==> src/rtl/pclk_div_pkg.sv <==
package pclk_div_pkg;

  localparam int CNT_W = 3;
  localparam int SEL_W = 2;

  typedef enum logic [SEL_W-1:0] {
    DIV_1  = 2'b00,
    DIV_3H = 2'b01,
    DIV_2  = 2'b10,
    DIV_4  = 2'b11
  } div_mode_e;

  // last master-cycle count of a sequence for each mode
  function automatic logic [CNT_W-1:0] last_count(input div_mode_e m);
    case (m)
      DIV_1:   last_count = CNT_W'(0);
      DIV_3H:  last_count = CNT_W'(2);
      DIV_2:   last_count = CNT_W'(1);
      default: last_count = CNT_W'(3);
    endcase
  endfunction

endpackage

==> src/rtl/pclk_phase_gen.sv <==
module pclk_phase_gen (
  input  logic clk,
  input  logic rst,
  output logic ph_q,
  output logic ph_nxt
);
  always_comb ph_nxt = rst ? 1'b0 : ~ph_q;

  always_ff @(posedge clk) begin
    ph_q <= ph_nxt;
  end
endmodule

==> src/rtl/pclk_seq_ctr.sv <==
module pclk_seq_ctr
  import pclk_div_pkg::*;
(
  input  logic             clk,
  input  logic             rst,
  input  logic             ph_q,
  input  logic [SEL_W-1:0] sel,
  output logic [CNT_W-1:0] cnt_q,
  output div_mode_e        mode_q,
  output logic [CNT_W-1:0] cnt_nxt,
  output div_mode_e        mode_nxt
);
  logic wrap;

  always_comb begin
    wrap     = ph_q && (cnt_q == last_count(mode_q));
    cnt_nxt  = cnt_q;
    mode_nxt = mode_q;
    if (rst) begin
      cnt_nxt  = '0;
      mode_nxt = div_mode_e'(sel);
    end else if (wrap) begin
      cnt_nxt  = '0;
      mode_nxt = div_mode_e'(sel);
    end else if (ph_q) begin
      cnt_nxt  = cnt_q + CNT_W'(1);
    end
  end

  always_ff @(posedge clk) begin
    cnt_q  <= cnt_nxt;
    mode_q <= mode_nxt;
  end
endmodule

==> src/rtl/pclk_pattern.sv <==
module pclk_pattern
  import pclk_div_pkg::*;
(
  input  div_mode_e        mode,
  input  logic [CNT_W-1:0] cnt,
  input  logic             ph,
  output logic             level
);
  always_comb begin
    case (mode)
      DIV_1:   level = ph;
      DIV_3H:  level = ((cnt == CNT_W'(1)) && !ph) || ((cnt == CNT_W'(2)) && ph);
      DIV_2:   level = cnt[0];
      default: level = cnt[1];
    endcase
  end
endmodule

==> src/rtl/pclk_frac_div.sv <==
module pclk_frac_div
  import pclk_div_pkg::*;
(
  input  logic             clk,
  input  logic             rst,
  input  logic [SEL_W-1:0] div_sel,
  output logic             pix_clk,
  output logic             mphase
);
  logic             ph_q, ph_nxt;
  logic [CNT_W-1:0] cnt_q, cnt_nxt;
  div_mode_e        act_mode, mode_nxt;
  logic             lvl_nxt;
  logic             pix_q;

  pclk_phase_gen u_phase (
    .clk(clk), .rst(rst), .ph_q(ph_q), .ph_nxt(ph_nxt)
  );

  pclk_seq_ctr u_seq (
    .clk(clk), .rst(rst), .ph_q(ph_q), .sel(div_sel),
    .cnt_q(cnt_q), .mode_q(act_mode), .cnt_nxt(cnt_nxt), .mode_nxt(mode_nxt)
  );

  pclk_pattern u_pat (
    .mode(mode_nxt), .cnt(cnt_nxt), .ph(ph_nxt), .level(lvl_nxt)
  );

  always_ff @(posedge clk) begin
    if (rst) pix_q <= 1'b0;
    else     pix_q <= lvl_nxt;
  end

  assign pix_clk = pix_q;
  assign mphase  = ph_q;
endmodule

==> config.mk <==
export PLATFORM = sky130hd
export DESIGN_NAME = pclk_frac_div
export DESIGN_NICKNAME = d
export VERILOG_FILES = /design/src/rtl/pclk_div_pkg.sv /design/src/rtl/pclk_phase_gen.sv /design/src/rtl/pclk_seq_ctr.sv /design/src/rtl/pclk_pattern.sv /design/src/rtl/pclk_frac_div.sv
export SDC_FILE = /design/constraint.sdc
export NUM_CORES = 1
export LEC_CHECK = 0
export ABC_AREA = 1
export BUFFER_PORTS_ARGS = -buffer_cell sky130_fd_sc_hd__clkbuf_2
export CORE_AREA = 4 4 41 43
export DETAILED_ROUTE_END_ITERATION = 10
export DIE_AREA = 0 0 45 47
export SETUP_SLACK_MARGIN = 0.5
export SLEW_MARGIN = 15
export SYNTH_ARGS = -nofsm -noshare
export SYNTH_HDL_FRONTEND = slang
export SYNTH_SLANG_ARGS = --single-unit
==> constraint.sdc <==
create_clock -name clk -period 3.45 [get_ports clk]
set_clock_uncertainty 0.15 [all_clocks]
set_input_delay 0.345 -clock clk [delete_from_list [all_inputs] [get_ports clk]]
set_output_delay 0.345 -clock clk [all_outputs]
set_load 0.01 [all_outputs]
==> metrics.txt, run 1 <==
Mapped Cells=60; Std-Cell Rows=13; first-pass GRT wire length=1.490 mm; Final Max Tran Viols=0; layout cell share with drive strength beyond 1=28.99%; ANT nets after route=0; total negative slack=0 ns; post-synthesis sequential area ratio=33.94%; All-Layer GR Usage=10.59%; WL/cell=9.750 um; Syn Area/Cell=6.882 sq um; gpl congestion=0.7201; Clock Sinks=7; Slew HR=79.74%; most common cell after layout, fill and taps aside=inv_1; minimum clock period=roughly 1.6 ns; arrival time worst endpoint=1.54 ns; Clock Tree Buf Depth=2; hold_buf cts=0; PostCTS Resize Cnt=0; Post-Route Utilization=about 37%; Yosys cell types=15; reg2reg setup slack=~1.9 ns; CTS clk-pin slew, worst paths=approximately 0.05 ns; Crit Path Class=reg -> reg; number of CTS-inserted buffers=3; H-tree Lvls=1; diode count=0; final wirelength=819 um; PortBufs=5; worst-margin pin slew=0.3028 ns; worst slack, placed=1.898 ns; initial antenna violation count=0; Mapped Area=between 400 and 500 sq um; # setup viols final=0; Finished Layout Cells=84; Power Density=475.6 nW/um^2; number of global-route vias before repair=354; core outline area=1301 sq um; FF-to-FF End=pix_clk$_SDFF_PP0_; RSZ-0062 raised after global routing=false; IO Pins=6; DR pass1 iterations=4; post-placement cell count=80; Setup crit end kind=register; Setup crit start=u_seq.cnt_q[1]$_DFF_P_; Synth area leaders=dfxtp_1, inv_1, nand2_1, nand2_2, nand3_1; Hold WC Path Type=in -> reg; VDD IR-drop max=0.1591 mV; Power Total=0.2297 mW; largest area contributor in the netlist=dfxtp_1; Fin. Hold Viols=0; yosys warns=0; Die Wd=~45 um; largest net degree at the start of global routing=8; drt drc=0; most frequent cells in the layout=inv_1, nand2_1, dfxtp_1; filler instances=156; Clk Latency, worst-skew pair=0.26 ns; worst-path fanout max=4; Root Buffer Master=clkbuf_4; Remaining Overflow, GRT=0; FF-to-FF path depth=8; post-CTS setup buffers=0; HPWL after detailed placement=600.7 um; Req. time, crit path=3.44 ns; die area=around 2100 sq um; outcome=completed; crit share post-route=45.12%; Initial Utilization=31.73%; Max Clk Rate=between 600 and 700 MHz; initial drt markers=2; Startpoint Class=register; Post-Synthesis Net Count=65; via count=385; Via density=4.583; Layout area overhead=16.97%; synthesized flop and latch total=7; P_leak=roughly 0.25 nW; MaxCap Viol Count=0; final worst slack=1.893 ns; Total Nets Final=75; Die Ht=47 um; post-synth top area share=between 30% and 40%; FF-to-FF Start=u_seq.cnt_q[1]$_DFF_P_; CTS tree=yes; worst setup path end=pix_clk$_SDFF_PP0_
-- cells by family (layout without fill, tap and decap cells) --
kind of cell	count (synthesis)	count (layout)	share of synthesized area [%]
flops	7	7	33.94
simple gates	34	34	43.03
compound gates	1	1	2.122
xor+xnor	2	2	4.243
buf+inv	15	24	13.64
fa+ha+maj	1	1	3.030
-- worst max-delay path, cell delays in order, from the launching register on --
cell,delay [ns]
dfxtp_1,0.39
ha_1,0.25
or2_1,0.23
o21ai_2,0.09
inv_2,0.04
nand4_1,0.07
nand2_1,0.05
nand3_1,0.09
nand4_1,0.08
-- how the worst min path moves through the flow --
stage | slack, ns | cells after the start | end | start
floorplan | 0.30 | 1 | u_phase.ph_q$_DFF_P_ | rst
global placement | 0.40 | 2 | u_seq.mode_q[1]$_DFF_P_ | u_seq.mode_q[1]$_DFF_P_
detailed placement | 0.40 | 2 | u_seq.mode_q[1]$_DFF_P_ | u_seq.mode_q[1]$_DFF_P_
CTS | 0.18 | 2 | u_phase.ph_q$_DFF_P_ | rst
global route | 0.21 | 2 | u_phase.ph_q$_DFF_P_ | rst
finish | 0.19 | 2 | u_phase.ph_q$_DFF_P_ | rst
-- stage by stage --
step,hold slack (ns),area [sq um]
3_3_place_gp,0.4011,456.7
6_report,0.1909,483.0
4_1_cts,0.1841,483.0
2_1_floorplan,0.3013,412.9
3_5_place_dp,0.4023,456.7
5_1_grt,0.2053,483.0
-- final cells by class --
class | instances | area, sq um | area share, %
tap | 15 | 18.77 | 3.886
timing repair buffer | 5 | 25.02 | 5.181
inverter | 15 | 56.30 | 11.66
multi-input combinational | 38 | 216.5 | 44.82
clock buffer | 4 | 26.28 | 5.440
sequential | 7 | 140.1 | 29.02
-- where the power goes --
group	switching [mW]	internal, mW
combinational	0.0346	0.0209
sequential	0.00778	0.0901
clock	0.0321	0.0442
total	0.0745	0.155
-- per-layer routing --
layer,routed length (um),track usage (%),up-vias
li1,-,-,199
met1,356,10.93,172
met2,387,16.67,11
met3,50,5.747,3
met4,25,7.018,0
met5,0,0,-
-- synth_stat cells --
| cell | count |
|---|---|
| dfxtp_1 | 7 |
| or2_1 | 1 |
| nand3_1 | 5 |
| nand2_2 | 5 |
| nand4_1 | 4 |
| nor2_1 | 6 |
| inv_1 | 13 |
| inv_2 | 2 |
| nand2_1 | 9 |
| nand3_2 | 1 |
| o21ai_2 | 1 |
| nor2_2 | 2 |
| xor2_1 | 2 |
| ha_1 | 1 |
| nand2_4 | 1 |
-- registers in the layout (all words and copies together), names as in the netlist --
signal        flops
u_seq.mode_q      2
pix_clk           1
u_phase.ph_q      1
u_seq.cnt_q       3
Note: power is estimated with default switching activity, not from simulation.
==> run 2, diff against run 1 <==
clock period = 1.3 ns   (was 3.45 ns; I/O delays follow)
==> run 2 against run 1 <==
  * The flow now finishes with violations (hold timing, setup timing)
  * Clock power increased to 2.6 times the previous value
  * Maximum frequency increased by 2.5%
  * Routed wire length increased by 14%
  * Largest power group unchanged
  * Highest routed layer unchanged
==> metrics.txt, run 2 (synthesized netlist as in run 1, its figures left out) <==
outcome=complete, but fails checks; failing checks=hold timing, setup timing; via count=418 (+8.6%); Power Density=1057 nW/um^2 (+120%); max reg flops=3 (unchanged); most common cell after layout, fill and taps aside=inv_1; biggest regs=u_seq.cnt_q x3, u_seq.mode_q x2; DR pass1 iterations=1 (-3); Die Ht=47 um (unchanged); # setup viols final=5 (+5); arrival time worst endpoint=1.50 ns (-0.04 ns); HPWL after detailed placement=713.5 um (+19%); Finished Layout Cells=95 (+13%); Hold Slack=-0.04412 ns (-0.2350 ns); PortBufs=5 (unchanged); DP Area=525.5 sq um (+15%); largest net degree at the start of global routing=7 (-1); Req. time, crit path=1.28 ns (-2.16 ns); worst-margin pin slew=0.1782 ns (-0.1247 ns); RSZ-0062 raised after global routing=true; VDD IR-drop max=0.5999 mV (+280%); Clock Sinks=7 (unchanged); H-tree Lvls=1 (unchanged); most frequent cells in the layout=inv_1, buf_4, nand2_1, nand2_4, nor2_2; Root Buffer Master=clkbuf_4; initial drt markers=0 (-2); diode count=0 (unchanged); worst-path fanout max=4 (unchanged); Layout area overhead=66.36%; Setup crit end kind=register; All-Layer GR Usage=10.66% (+0.071 points); drt drc=0 (unchanged); Top reg by flops=u_seq.cnt_q; Initial Utilization=31.73% (unchanged); Slew HR=88.12% (+8.4 points); layout cell share with drive strength beyond 1=58.75% (+30 points); Fin. Hold Viols=1 (+1); minimum clock period=1.519 ns (-0.03742 ns); Clock Tree Buf Depth=2 (unchanged); MaxCap Viol Count=0 (unchanged); final wirelength=934 um (+14%); worst slack, placed=-0.2295 ns (-2.127 ns); Via density=4.400 (-4.0%); Crit Path Class=reg -> reg; gpl congestion=0.7448 (+3.4%); Std-Cell Rows=13 (unchanged); Max Clk Rate=658.2 MHz (+2.5%); Remaining Overflow, GRT=0 (unchanged); Clk Latency, worst-skew pair=0.25 ns (about the same); initial antenna violation count=0 (unchanged); Die Wd=45 um (unchanged); number of CTS-inserted buffers=3 (unchanged); IO Pins=6 (unchanged); core outline area=1301 sq um (unchanged); post-placement cell count=88 (+10%); die area=2115 sq um (unchanged); number of global-route vias before repair=424 (+20%); final worst slack=-0.2193 ns (-2.113 ns); Hold WC Path Type=in -> reg; Post-Route Utilization=52.79% (+16 points); P_leak=0.3369 nW (+32%); Startpoint Class=register; filler instances=129 (-17%); crit share post-route=116.9% (+72 points); ANT nets after route=0 (unchanged); Final Max Tran Viols=0 (unchanged); CTS tree=yes; first-pass GRT wire length=1.593 mm (+6.9%); Total Nets Final=86 (+15%); CTS clk-pin slew, worst paths=0.05 ns (about the same); fin area=686.9 sq um (+42%); WL/cell=9.832 um (+0.84%)
==> run 2: cell count changes in the layout (fill, tap and decap cells not counted), sizes merged <==
| cell | change |
|---|---|
| clkbuf | -2 |
| buf | +13 |
==> run 2: stage by stage <==
step / total power, mW / setup TNS [ns]
final: 0.7258 / -0.4089
after global routing: 0.7774 / -0.8508
after CTS: 0.7011 / -0.3664
after detailed placement: 0.4486 / -0.2295
after global placement: 0.4423 / -0.1907
after floorplan: 0.3773 / -0.1148
==> run 2: per-layer routing <==
metal / wire, um / track usage [%] / vias to the layer above / part of all wire (%)
met5: 0 / 0 / - / 0
met4: 36 / 10.53 / 0 / 3.9
met3: 26 / 1.149 / 5 / 2.8
met2: 494 / 18.36 / 6 / 53
met1: 377 / 11.14 / 186 / 40
li1: - / - / 221 / -
==> run 2: final cells by class <==
cell class | count | area (sq um) | area share [%]
inverters | 15 | 58.81 | 8.561
multi-input cells | 38 | 296.5 | 43.17
repair buffers | 16 | 133.9 | 19.49
well taps | 15 | 18.77 | 2.732
clock buffers | 4 | 26.28 | 3.825
flip-flops and latches | 7 | 152.6 | 22.22
==> run 2: path summary, 6_finish.rpt <==
check / start / end / slack [ns] / depth (start not counted)
max reg2reg: u_seq.cnt_q[1]$_DFF_P_ / pix_clk$_SDFF_PP0_ / -0.22 / 8
min reg2reg: u_phase.ph_q$_DFF_P_ / u_phase.ph_q$_DFF_P_ / 0.44 / 2
min: rst / u_phase.ph_q$_DFF_P_ / -0.04 / 2
max: u_seq.cnt_q[1]$_DFF_P_ / pix_clk$_SDFF_PP0_ / -0.22 / 8
==> run 2: timing repair <==
action | CTS | global route
setup endpoints to repair | 9 | 9
buffers inserted | 2 | 1
resized for setup | 12 | 15
pin swaps | 10 | 14
hold endpoints to repair | 1 | 1
==> run 2: worst max-delay path, stage by stage (launching register included) <==
cell and delay [ns]:
dfxtp_4 0.36, ha_4 0.23, or2_1 0.23, o21ai_2 0.09, inv_2 0.04, nand4_1 0.07, nand2_1 0.06, nand3_1 0.08
nand4_1 0.10
==> run 2: power breakdown <==
group          leakage (nW)  total (mW)  internal [mW]  switching, mW
combinational         0.262       0.262          0.129          0.133
clock                0.0150       0.199          0.117         0.0816
sequential           0.0601       0.265          0.241         0.0242
